File: src/rtl/tef_pkg.sv
package tef_pkg;

  typedef enum logic [1:0] {
    EDGE_FALL = 2'b00,
    EDGE_RISE = 2'b01,
    EDGE_NONE = 2'b10,
    EDGE_BOTH = 2'b11
  } edgeSel_e;

  // Strobes from control to datapath
  typedef struct packed {
    logic sampleEn;  // take one filter sample this cycle
    logic loadRef;   // copy filtered level into reference
  } dpStrobe_t;

endpackage

File: src/rtl/tef_datapath.sv
module tef_datapath
  import tef_pkg::*;
#(
  parameter int SYNC_STAGES    = 2,
  parameter int FILTER_SAMPLES = 2
) (
  input  logic      clk,
  input  logic      rstN,
  input  logic      pinIn,
  input  dpStrobe_t strobe,
  output logic      filtLevel,
  output logic      refLevel
);

  logic [SYNC_STAGES-1:0]    syncQ;
  logic [FILTER_SAMPLES-1:0] hist;
  logic [FILTER_SAMPLES-1:0] newHist;
  logic                      synced;

  assign synced  = syncQ[SYNC_STAGES-1];
  assign newHist = {hist[FILTER_SAMPLES-2:0], synced};

  // Synchronizer chain on the system clock
  always_ff @(posedge clk) begin
    if (!rstN) syncQ <= '0;
    else       syncQ <= {syncQ[SYNC_STAGES-2:0], pinIn};
  end

  // Sample history; level accepted when the whole window agrees
  always_ff @(posedge clk) begin
    if (!rstN) begin
      hist      <= '0;
      filtLevel <= 1'b0;
    end else if (strobe.sampleEn) begin
      hist <= newHist;
      if (&newHist)      filtLevel <= 1'b1;
      else if (~|newHist) filtLevel <= 1'b0;
    end
  end

  // Reference level for edge comparison; starts low after reset
  always_ff @(posedge clk) begin
    if (!rstN)              refLevel <= 1'b0;
    else if (strobe.loadRef) refLevel <= filtLevel;
  end

endmodule

File: src/rtl/tef_control.sv
module tef_control
  import tef_pkg::*;
(
  input  logic      clk,
  input  logic      rstN,
  input  logic      timerEn,
  input  logic      useCapture,
  input  logic [1:0] edgeSel,
  input  logic      quarterStrobe,
  input  logic      countStrobe,
  input  logic      compareMode,
  input  logic      filtLevel,
  input  logic      refLevel,
  output dpStrobe_t strobe,
  output logic      countEdge,
  output logic      captureReq
);

  logic     everEnabled;
  logic     isRise;
  logic     isFall;
  logic     hit;
  edgeSel_e selMode;

  assign selMode = edgeSel_e'(edgeSel);

  // Set at first enable; before it the reference holds its reset value
  always_ff @(posedge clk) begin
    if (!rstN)        everEnabled <= 1'b0;
    else if (timerEn) everEnabled <= 1'b1;
  end

  always_comb begin
    strobe.sampleEn = useCapture ? countStrobe : quarterStrobe;
    strobe.loadRef  = timerEn | everEnabled;
  end

  assign isRise = filtLevel & ~refLevel;
  assign isFall = ~filtLevel & refLevel;

  always_comb begin
    unique case (selMode)
      EDGE_RISE: hit = isRise;
      EDGE_FALL: hit = isFall;
      EDGE_BOTH: hit = isRise | isFall;
      default:   hit = 1'b0;
    endcase
    hit = hit & timerEn;
  end

  assign countEdge  = hit & ~useCapture;
  assign captureReq = hit & useCapture & ~compareMode;

endmodule

File: src/rtl/tmr_edge_filter.sv
module tmr_edge_filter
  import tef_pkg::*;
#(
  parameter int SYNC_STAGES    = 2,
  parameter int FILTER_SAMPLES = 2
) (
  input  logic       clk,
  input  logic       rstN,
  input  logic       pinIn,
  input  logic       timerEn,
  input  logic       useCapture,
  input  logic [1:0] edgeSel,
  input  logic       quarterStrobe,
  input  logic       countStrobe,
  input  logic       compareMode,
  output logic       countEdge,
  output logic       captureReq
);

  dpStrobe_t strobe;
  logic      filtLevel;
  logic      refLevel;

  tef_datapath #(
    .SYNC_STAGES   (SYNC_STAGES),
    .FILTER_SAMPLES(FILTER_SAMPLES)
  ) u_datapath (
    .clk      (clk),
    .rstN     (rstN),
    .pinIn    (pinIn),
    .strobe   (strobe),
    .filtLevel(filtLevel),
    .refLevel (refLevel)
  );

  tef_control u_control (
    .clk          (clk),
    .rstN         (rstN),
    .timerEn      (timerEn),
    .useCapture   (useCapture),
    .edgeSel      (edgeSel),
    .quarterStrobe(quarterStrobe),
    .countStrobe  (countStrobe),
    .compareMode  (compareMode),
    .filtLevel    (filtLevel),
    .refLevel     (refLevel),
    .strobe       (strobe),
    .countEdge    (countEdge),
    .captureReq   (captureReq)
  );

endmodule

File: config.mk
export PLATFORM = sky130hd
export DESIGN_NAME = tmr_edge_filter
export DESIGN_NICKNAME = d
export VERILOG_FILES = /design/src/rtl/tef_pkg.sv /design/src/rtl/tef_datapath.sv /design/src/rtl/tef_control.sv /design/src/rtl/tmr_edge_filter.sv
export SDC_FILE = /design/constraint.sdc
export NUM_CORES = 1
export LEC_CHECK = 0
export BUFFER_PORTS_ARGS = -buffer_cell sky130_fd_sc_hd__buf_2
export CAP_MARGIN = 20
export CORE_AREA = 5 5 42 44
export CTS_CLUSTER_DIAMETER = 100
export DETAILED_ROUTE_END_ITERATION = 6
export DIE_AREA = 0 0 47 49
export PLACE_DENSITY = 0.42
export SLEW_MARGIN = 10
export SYNTH_ARGS = -nofsm -noshare
export SYNTH_HDL_FRONTEND = slang
export SYNTH_SLANG_ARGS = --single-unit
File: constraint.sdc
create_clock -name clk -period 1.2 [get_ports clk]
set_input_delay 0.12 -clock clk [delete_from_list [all_inputs] [get_ports clk]]
set_output_delay 0.12 -clock clk [all_outputs]
set_load 0.03 [all_outputs]
==> results.md <==
* Main synth FF type: dfxtp_1
* Type of the worst min-delay path: in -> reg
* Initial core utilization at 20.8%
* Fin crit share at 127%
* Worst-path clk slew at 0.04 ns
* Die area at 2300 um2
* Startpoint types: flip-flop
* Fmax achieved at 0.655 GHz
* Crit. End Element: output port
* Worst skew pair latency at around 0.24 ns
* Synth top area cells: dfxtp_1, ha_1, mux2i_1
* Crit-path max cell delay at 0.37 ns
* Area occupied by multi-input gates at between 200 and 250 um2
* Final core utilization at approximately a third
* Fraction of layout instances using a drive strength above 1 at roughly 58%
* P_leak at 0.000195 uW
* Violated checks: negative setup slack
* VDD IR-drop max at approximately 0.41 mV
* Routed via count at 270
* Number of global-route vias before repair at 256
* Longest Clk Path Bufs at 2
* Final worst slack at -0.327 ns
* Row count at 14
* Vias/cell at 4.43
* Syn-to-layout area delta at 63.5%
* # setup viols final at 2
* CTS Buf Count at 3
* Critical path cell sequence: inv_4, ha_4, o22a_4, nor3b_4, buf_6
* CP arrival at 1.41 ns
* Grt ovf at 0
* Outcome: complete, but fails checks
* Syn. warnings at 0
* DRT iter0 DRCs at 0
* Total GRT Usage at under 10%
* Final min period at 1.53 ns
* Slowest cell on crit path: dfxtp_4
* Mux contribution to synthesized area at 11.6%
* TritonCTS clock tree: done
* Max_cap viols at 0
* Slew Viols, Final at 0
* Worst Max-Slew Pin Slew at around 0.25 ns
* Mapped Avg Cell Area at 9.72 um2
* I/O Pins at 12
* Ant diodes at 0
* Synth Area in Compound Gates at between 10 and 15%
* Post-synthesis xor/xnor area fraction at 0%
* #FFs+latches synth at 6
* Detailed placement HPWL at 516 um
* Total placed instance area at 398 um2
* Initial antenna violation count at 0
* Routed wire per std cell at 9.84 um
* Die X at approximately 47 um
* Slew headroom at 82.8%
* IO buf count at 11
* Remaining DRCs at 0
* DRT Pass-1 Iters at 1
* Core area at 1400 um2
* H-tree depth at 1
* Cell area after synthesis at 292 um2
* Root Driver: clkbuf_4
* Pwr Density at approximately 900 nW/um2
* Synth Instances at 30
* First-pass GRT wire length at 993 um
* Layout net count at 60
* Layout fillers at about 160
* RePlAce Congestion at around 0.67
* Crit Path Class: reg -> out
* Worst hold slack at 0.0838 ns
* Worst endpoint required time at between 1 and 1.5 ns
* Largest area contributor in the netlist: dfxtp_1
* Seq/Total Area, Yosys at 41.2%
* Worst slack, placed at -0.221 ns
* Post-synth EDFFs at 0
* Design area at around 480 um2
* Most common cell in the netlist: dfxtp_1
* Register Area at 125 um2
* Largest net degree at the start of global routing at 8
* Final Hold Viols at 0
* Area fraction of the dominant cell type after synthesis at between 40% and 50%
* Clock sinks at 6
* ANT nets after route at 0
* Drt total wl at 600 um
* Crit path max fanout at 3
* Final Skew at 0.00294 ns
* Asr flop ratio synth at 0%
* Die Y at 49 um
* RSZ-0062 raised after global routing: true
* Post-synthesis simple-gate area fraction at 19.3%
* Main combinational cell family by area after synthesis: simple AND/OR/NAND/NOR gates
* Adder-Cell Fraction of Synth Area at 12.9%
* Commonest cells in the netlist: dfxtp_1, nand2_1, ha_1
* Yosys cell types at 16
* Synthesized Nets at 43
==> cell type report <==
class	count	area share (%)
clock buffer	3	4.72
inverter	2	2.10
multi-input combinational	22	47.0
sequential	6	26.2
tap	16	4.20
timing repair buffer	12	15.7
==> report_power, final <==
part,switching [uW],internal (uW)
Sequential,2.62,205
Combinational,22.2,23.5
Clock,64.5,113
Total,89.4,341
==> flip-flops by register name (all words and copies together) (netlist names) <==
| name | count |
|---|---|
| u_datapath.syncQ | 2 |
| u_datapath.hist | 1 |
| u_datapath.filtLevel | 1 |
| u_datapath.refLevel | 1 |
| u_control.everEnabled | 1 |
==> worst max-delay path, delay by kind of cell (launching register included) <==
family          cells  cell delay, ns
compound gates      1            0.20
simple gates        1            0.18
flops               1            0.37
buf+inv             2            0.19
fa+ha+maj           1            0.22
==> layer usage <==
layer / routed length [um] / track usage [%] / vias up
met5: 0 / 0 / -
met4: 4 / 5.53 / 0
met3: 67 / 3.69 / 2
met2: 286 / 7.47 / 10
met1: 242 / 7.49 / 122
li1: - / - / 136
==> path summary, 6_finish.rpt <==
check / to / startpoint / depth (start not counted) / slack, ns
worst max-delay path: countEdge / u_datapath.filtLevel / 5 / -0.33
worst min-delay path: u_datapath.syncQ[0] / pinIn / 2 / 0.08
worst max register to register: u_datapath.filtLevel / u_datapath.hist[0] / 3 / 0.19
worst min register to register: u_datapath.syncQ[1] / u_datapath.syncQ[0] / 1 / 0.43
==> cell usage in the layout (no fill, tap or decap), types with 2 or more instances in the layout <==
cell      netlist  final
mux2i_2         1      2
buf_2           0      9
nand2_1         4      4
clkbuf_4        0      3
and2_1          2      2
dfxtp_1         6      4
buf_6           0      2
nor2b_1         2      2
ha_4            0      2
==> timing repair <==
item	in CTS	in global routing
resized for setup	13	2
hold buffers	0	0
endpoints found under the setup margin	2	2
buffers inserted	0	0
pin swaps	3	0
gates cloned	0	0
==> metrics by stage <==
stage	instances	TNS, ns	total power, uW
after floorplan	30	-0.299	231
after global placement	58	-0.359	255
after detailed placement	58	-0.410	258
after CTS	61	-0.715	442
after global routing	61	-0.759	458
final	61	-0.650	430
==> cells by family after synthesis <==
family	Yosys count
flip-flops	6
adder cells (fa/ha/maj)	3
buffers and inverters	2
AND/OR/NAND/NOR	11
AO/OA/AOI/OAI	5
multiplexers	3
Power figures use the tool's default switching activity.
